**src/rtl/uart_bf_pkg.sv**
```systemverilog
package uart_bf_pkg;
  localparam int DATA_W     = 8;
  localparam int ADDR_W     = 3;
  localparam int DIV_W      = 16;
  localparam int PRESCALE   = 4;
  localparam int OVERSAMPLE = 16;

  typedef enum logic [ADDR_W-1:0] {
    A_DATA_DLO = 3'd0,
    A_IER_DHI  = 3'd1,
    A_LCR      = 3'd3,
    A_SCRATCH  = 3'd7
  } reg_addr_e;

  // Bits are specified counting from the most significant end.
  function automatic int msb0(input int idx);
    return DATA_W - 1 - idx;
  endfunction

  localparam int LCR_ACCESS_BIT = msb0(0);
  localparam int IER_LSTAT_BIT  = msb0(5);
  localparam int IER_TXE_BIT    = msb0(6);
  localparam int IER_RXD_BIT    = msb0(7);

  // System clocks between oversampling strobes for a given divisor.
  function automatic int unsigned clocks_per_tick(input int unsigned div);
    return PRESCALE * div;
  endfunction
endpackage

```
**src/rtl/uart_bf_modcnt.sv**
```systemverilog
module uart_bf_modcnt #(
  parameter int W = 16
) (
  input  logic         clk,
  input  logic         rst_n,
  input  logic         clr,
  input  logic         step,
  input  logic [W-1:0] limit,
  output logic         wrap
);
  logic [W-1:0] cnt;
  logic         idle;
  logic         at_last;

  assign idle    = (limit == '0);
  assign at_last = (cnt == limit - W'(1));
  assign wrap    = step & at_last & ~idle;

  always_ff @(posedge clk or negedge rst_n) begin
    if (!rst_n)            cnt <= '0;
    else if (clr || idle)  cnt <= '0;
    else if (step)         cnt <= at_last ? '0 : cnt + W'(1);
  end

  // counter never leaves its modulus range
  p_cnt_in_range_r6: assert property (@(posedge clk) disable iff (!rst_n)
    !idle |-> (cnt < limit));

  // a zero modulus keeps the counter parked at zero
  p_idle_parked_r8: assert property (@(posedge clk) disable iff (!rst_n)
    idle |=> (cnt == '0));
endmodule

```
**src/rtl/uart_bf_regs.sv**
```systemverilog
module uart_bf_regs
  import uart_bf_pkg::*;
(
  input  logic              clk,
  input  logic              rst_n,
  input  logic [ADDR_W-1:0] reg_addr,
  input  logic              reg_wr,
  input  logic              reg_rd,
  input  logic [DATA_W-1:0] reg_wdata,
  output logic [DATA_W-1:0] reg_rdata,
  output logic [DIV_W-1:0]  divisor,
  output logic              div_wr,
  output logic [DATA_W-1:0] ier_q
);
  logic [DATA_W-1:0] lcr_q, scr_q, dlo_q, dhi_q;
  logic              access;
  logic              wr_dlo, wr_dhi, wr_ier, wr_lcr, wr_scr;
  logic [DATA_W-1:0] rd_mux;

  assign access  = lcr_q[LCR_ACCESS_BIT];
  assign wr_dlo  = reg_wr &  access & (reg_addr == A_DATA_DLO);
  assign wr_dhi  = reg_wr &  access & (reg_addr == A_IER_DHI);
  assign wr_ier  = reg_wr & ~access & (reg_addr == A_IER_DHI);
  assign wr_lcr  = reg_wr & (reg_addr == A_LCR);
  assign wr_scr  = reg_wr & (reg_addr == A_SCRATCH);
  assign div_wr  = wr_dlo | wr_dhi;
  assign divisor = {dhi_q, dlo_q};

  always_ff @(posedge clk or negedge rst_n) begin
    if (!rst_n) begin
      lcr_q <= '0;
      scr_q <= '0;
      dlo_q <= '0;
      dhi_q <= '0;
      ier_q <= '0;
    end else begin
      if (wr_lcr) lcr_q <= reg_wdata;
      if (wr_scr) scr_q <= reg_wdata;
      if (wr_dlo) dlo_q <= reg_wdata;
      if (wr_dhi) dhi_q <= reg_wdata;
      if (wr_ier) ier_q <= reg_wdata;
    end
  end

  always_comb begin
    rd_mux = '0;
    case (reg_addr)
      A_DATA_DLO: rd_mux = access ? dlo_q : '0;
      A_IER_DHI:  rd_mux = access ? dhi_q : ier_q;
      A_LCR:      rd_mux = lcr_q;
      A_SCRATCH:  rd_mux = scr_q;
      default:    rd_mux = '0;
    endcase
  end

  assign reg_rdata = reg_rd ? rd_mux : '0;

  // reads leave every register untouched
  p_read_no_effect_r10: assert property (@(posedge clk) disable iff (!rst_n)
    (reg_rd && !reg_wr) |=> $stable({lcr_q, scr_q, dlo_q, dhi_q, ier_q}));

  // scratch byte only moves on its own write
  p_scratch_hold_r2: assert property (@(posedge clk) disable iff (!rst_n)
    !(reg_wr && reg_addr == A_SCRATCH) |=> $stable(scr_q));

  // divisor frozen while the access flag is clear
  p_div_locked_r4: assert property (@(posedge clk) disable iff (!rst_n)
    !access |=> $stable({dhi_q, dlo_q}));
endmodule

```
**src/rtl/uart_baud_front.sv**
```systemverilog
module uart_baud_front
  import uart_bf_pkg::*;
#(
  parameter int PRE_DIV  = PRESCALE,
  parameter int OS_RATIO = OVERSAMPLE
) (
  input  logic              clk,
  input  logic              rst_n,
  input  logic [ADDR_W-1:0] reg_addr,
  input  logic              reg_wr,
  input  logic              reg_rd,
  input  logic [DATA_W-1:0] reg_wdata,
  output logic [DATA_W-1:0] reg_rdata,
  output logic              tick_16x,
  output logic              tick_bit,
  output logic              en_rx_data,
  output logic              en_tx_empty,
  output logic              en_line_stat
);
  localparam int PW = $clog2(PRE_DIV) + 1;
  localparam int OW = $clog2(OS_RATIO) + 1;

  logic [DIV_W-1:0]  divisor;
  logic              div_wr;
  logic              div_zero;
  logic              pre_tick;
  logic              chain_clr;
  logic [DATA_W-1:0] ier_q;

  uart_bf_regs u_regs (
    .clk       (clk),
    .rst_n     (rst_n),
    .reg_addr  (reg_addr),
    .reg_wr    (reg_wr),
    .reg_rd    (reg_rd),
    .reg_wdata (reg_wdata),
    .reg_rdata (reg_rdata),
    .divisor   (divisor),
    .div_wr    (div_wr),
    .ier_q     (ier_q)
  );

  assign div_zero  = (divisor == '0);
  assign chain_clr = div_wr | div_zero;

  uart_bf_modcnt #(.W(PW)) u_prescale (
    .clk   (clk),
    .rst_n (rst_n),
    .clr   (chain_clr),
    .step  (1'b1),
    .limit (PW'(PRE_DIV)),
    .wrap  (pre_tick)
  );

  uart_bf_modcnt #(.W(DIV_W)) u_divide (
    .clk   (clk),
    .rst_n (rst_n),
    .clr   (div_wr),
    .step  (pre_tick),
    .limit (divisor),
    .wrap  (tick_16x)
  );

  uart_bf_modcnt #(.W(OW)) u_oversample (
    .clk   (clk),
    .rst_n (rst_n),
    .clr   (chain_clr),
    .step  (tick_16x),
    .limit (OW'(OS_RATIO)),
    .wrap  (tick_bit)
  );

  assign en_rx_data   = ier_q[IER_RXD_BIT];
  assign en_tx_empty  = ier_q[IER_TXE_BIT];
  assign en_line_stat = ier_q[IER_LSTAT_BIT];

  // bit strobe only coincides with an oversampling strobe
  p_bit_with_16x_r7: assert property (@(posedge clk) disable iff (!rst_n)
    tick_bit |-> tick_16x);

  // no strobes while the divisor is zero
  p_zero_div_quiet_r8: assert property (@(posedge clk) disable iff (!rst_n)
    div_zero |-> (!tick_16x && !tick_bit));

  // chain restarts from a clean phase after a divisor write
  p_reload_quiet_r9: assert property (@(posedge clk) disable iff (!rst_n)
    div_wr |=> (!pre_tick && !tick_16x));

  // oversampling strobes are single-cycle pulses
  p_tick_single_r6: assert property (@(posedge clk) disable iff (!rst_n)
    tick_16x |=> !tick_16x);
endmodule

```
**config.mk**
```make
export PLATFORM = sky130hd
export DESIGN_NAME = uart_baud_front
export DESIGN_NICKNAME = d
export VERILOG_FILES = /design/src/rtl/uart_bf_pkg.sv /design/src/rtl/uart_bf_modcnt.sv /design/src/rtl/uart_bf_regs.sv /design/src/rtl/uart_baud_front.sv
export SDC_FILE = /design/constraint.sdc
export NUM_CORES = 1
export LEC_CHECK = 0
export ABC_CLOCK_PERIOD_IN_PS = 2700
export BUFFER_PORTS_ARGS = -buffer_cell sky130_fd_sc_hd__buf_2
export CORE_ASPECT_RATIO = 1.1
export CORE_MARGIN = 3
export CORE_UTILIZATION = 63
export CTS_BUF_LIST = sky130_fd_sc_hd__clkbuf_2 sky130_fd_sc_hd__clkbuf_4 sky130_fd_sc_hd__clkbuf_8
export CTS_CLUSTER_DIAMETER = 120
export DETAILED_ROUTE_END_ITERATION = 6
export PLACE_DENSITY = 0.86
export SLEW_MARGIN = 20
export SYNTH_ARGS = -nofsm -noshare
export SYNTH_HDL_FRONTEND = slang
export SYNTH_HIERARCHICAL = 1
export SYNTH_SLANG_ARGS = --single-unit
export TNS_END_PERCENT = 100
```
**constraint.sdc**
```tcl
create_clock -name clk -period 2.7 [get_ports clk]
set_input_delay 0.135 -clock clk [delete_from_list [all_inputs] [get_ports clk]]
set_output_delay 0.135 -clock clk [all_outputs]
set_load 0.03 [all_outputs]
```
==> impl_results.md <==
* PnR Total Power at 0.003781 W
* Worst Clk Skew at about 0.008 ns
* Vias at roughly 3,700
* Ys flop type: dfrtp_1
* Fmax at between 300 and 400 MHz
* Vias per inst at roughly 6.4
* Post-synth EDFFs at 0
* Finished Core Util at approximately 81%
* Post-Synthesis Cells at 410
* Register area share after synthesis at between 30% and 40%
* Critical-path cell list: buf_4, xor2_1, o21ai_0, mux2i_2, o221ai_2, nor4_2, and3_4, and3b_2, buf_6
* Vias in the first global route at approximately 3,800
* Syn Area/Cell at 10.46 µm²
* Synth unique cells at between 70 and 80
* Hold Path End: u_regs/ier_q[2]
* CP max-delay cell: xor2_1
* Fin crit share at 107.2%
* Flop2flop setup slack at -0.09 ns
* Failing checks: setup timing
* Hold path cells at 2
* Final nets at approximately 520
* Seq cells post-synth at between 60 and 70
* TritonRoute pass-1 iters at 5
* WL final at 11.30 mm
* Slew headroom at 33.95%
* Detail Route Antenna Nets at 0
* Max clock buf depth at 2
* 1st-iter DRT viols at 390
* Antenna Cells at 0
* R2R depth at 11
* Root Buffer: clkbuf_8
* Synth top area cells: dfrtp_1, mux2_2, xnor2_1
* First-pass GRT wire length at around 18 mm
* Core area at approximately 6400 µm²
* Wire per inst at about 19 µm
* Clock net sink count at 64
* Worst-Skew Late Latency at between 0.3 and 0.4 ns
* Max_cap viols at 0
* Max FO, Critical Path at 6
* Slew @ Worst Pin at 0.9907 ns
* Share of layout cells above drive strength 1 at 35.12%
* RSZ-0062 raised after global routing: yes
* CTS tree: done
* Total track usage at about 29%
* CP arrival at 2.76 ns
* Post-synth top area share at 37.33%
* Starting Density at roughly two thirds
* Leading cell types in the layout, fill and taps excluded: dfrtp_1, mux2_2, buf_4, conb_1, buf_2
* Async S/R FF share, synth at 100.0%
* PwrDens at 733.9 nW/µm²
* Final Max Tran Viols at 0
* GR Overflow Total at 0
* Total CTS buffers at 9
* YS warnings at 6
* Die Y-Extent at roughly 93 µm
* Die area at roughly 7800 µm²
* Endpoints failing hold at 0
* Worst r2r src: u_regs/dhi_q[4]
* RR Endpoint: u_oversample/cnt[2]
* # IOs at 28
* PnR worst setup slack at -0.1951 ns
* Final GP Congestion at between 0.8 and 0.9
* Data required, critical path at ~2.6 ns
* Commonest non-fill, non-tap cell in the layout: dfrtp_1
* DP HPWL at 7.505 mm
* HP Class: input pin to register
* Leak Pwr at ~2.3 nW
* Area of the mapped netlist at 4290 µm²
* Crit. End Element: output pin
* # rows at 30
* Final critical-path required period at slightly below 3 ns
* Antenna violations before repair at 0
* Area grow syn2layout at 20.09%
* H-tree depth at 3
* Min-delay src: reg_wdata[2]
* Max stage delay on crit path at about 0.42 ns
* # DRC at 0
* Peak VDD IR at between 400 and 500 µV
* Clk slew on worst S/H paths at ~0.08 ns
* CP startpoint kind: register
* Synth area leader: dfrtp_1
* Chip Width at roughly 85 µm
* Worst Setup Path Type: register to output pin
* Largest net degree at the start of global routing at 45
* Final setup viols at 4
* I/O Buffers at 27
* Status: finished with violations
==> through the flow <==
step	hold slack [ns]	worst slack (ns)	cells	TNS (ns)	instance area, µm²
after floorplan	-0.1606	0.09558	441	0	4408
after global placement	0.3359	0.05988	555	0	4720
after detailed placement	0.3332	-0.03968	555	-0.04550	4720
after CTS	0.08687	-0.04919	580	-0.04919	5059
after global routing	0.09594	-0.3131	584	-1.139	5152
final	0.1038	-0.1951	584	-0.3652	5152
==> critical path, delay by kind of cell (launching register included) <==
family | cells | cell delay [ns]
DFF | 1 | 0.39
AOI/OAI and AO/OA | 2 | 0.39
and+or+nand+nor | 3 | 0.67
buffers and inverters | 2 | 0.30
xor gates and xnor gates | 1 | 0.42
muxes | 1 | 0.24
==> worst max path at each step <==
stage	from	endpoint	slack [ns]	cells after the start
final	u_regs/dhi_q[4]	tick_bit	-0.20	9
after detailed placement	u_regs/dlo_q[1]	u_oversample/cnt[2]	-0.04	10
after global placement	u_regs/dlo_q[0]	u_oversample/cnt[2]	0.06	10
after CTS	u_regs/dlo_q[7]	tick_bit	-0.05	8
after global routing	u_regs/dhi_q[4]	tick_bit	-0.31	9
after floorplan	u_regs/dlo_q[0]	u_oversample/cnt[2]	0.1	10
==> cells in the mapped netlist, drive strengths merged, types with 7 or more instances <==
master and number:
nand3 12, buf 8, ha 7, a21oi 13, inv 11, nor2b 10
nand3b 7, nand4 9, o21ai 11, nor4 12, nor3 11, mux2 56
nand2b 10, xnor2 19, xor2 19, nor2 26, nand2 23, dfrtp 64
==> area by class of cell <==
type                    instances  area (µm²)
repair buffers                 62       410.4
clock inverters                 5       56.30
well taps                      80       100.1
flip-flops and latches         64        1607
multi-input cells             352        2800
inverters                      11       41.29
fillers                       349        1229
clock buffers                  10       137.6
==> metal layers <==
layer  wire (µm)  GRT usage, %
met4         363         11.61
met1        4460         34.97
met3         608         5.338
met2        5870         50.85
met5           0             0
==> state kept, by name (all words and copies together) (netlist names) <==
name	count
u_divide/cnt	16
u_regs/scr_q	8
u_regs/lcr_q	8
u_regs/ier_q	8
u_prescale/cnt	3
u_oversample/cnt	5
u_regs/dlo_q	8
u_regs/dhi_q	8
==> what timing repair did <==
item / CTS / global route
endpoints found under the hold margin: 42 / 0
resized for setup: 17 / 12
gates cloned: 0 / 0
endpoints found under the setup margin: 7 / 17
buffers inserted: 9 / 4
hold buffers: 1 / 0
pin swaps: 6 / 8
==> logic make-up (layout without fill, tap and decap cells) <==
logic type | after synthesis | after routing | synth area share (%)
xor gates and xnor gates | 39 | 39 | 8.282
AOI/OAI and AO/OA | 61 | 61 | 10.88
DFF | 64 | 64 | 37.33
adders and majority gates | 7 | 7 | 2.041
other | 2 | 33 | 0.1750
buffers and inverters | 25 | 88 | 2.858
muxes | 57 | 57 | 15.63
and+or+nand+nor | 155 | 155 | 22.81
==> power by group <==
part	total, W	internal (W)	leakage, nW	switching (W)
Clock	0.000836	0.000447	0.0985	0.000390
Sequential	0.00139	0.00115	0.814	0.000241
Combinational	0.00155	0.000769	1.36	0.000783
Total	0.00378	0.00237	2.27	0.00141
No activity file was read; power rests on OpenSTA's default activity.
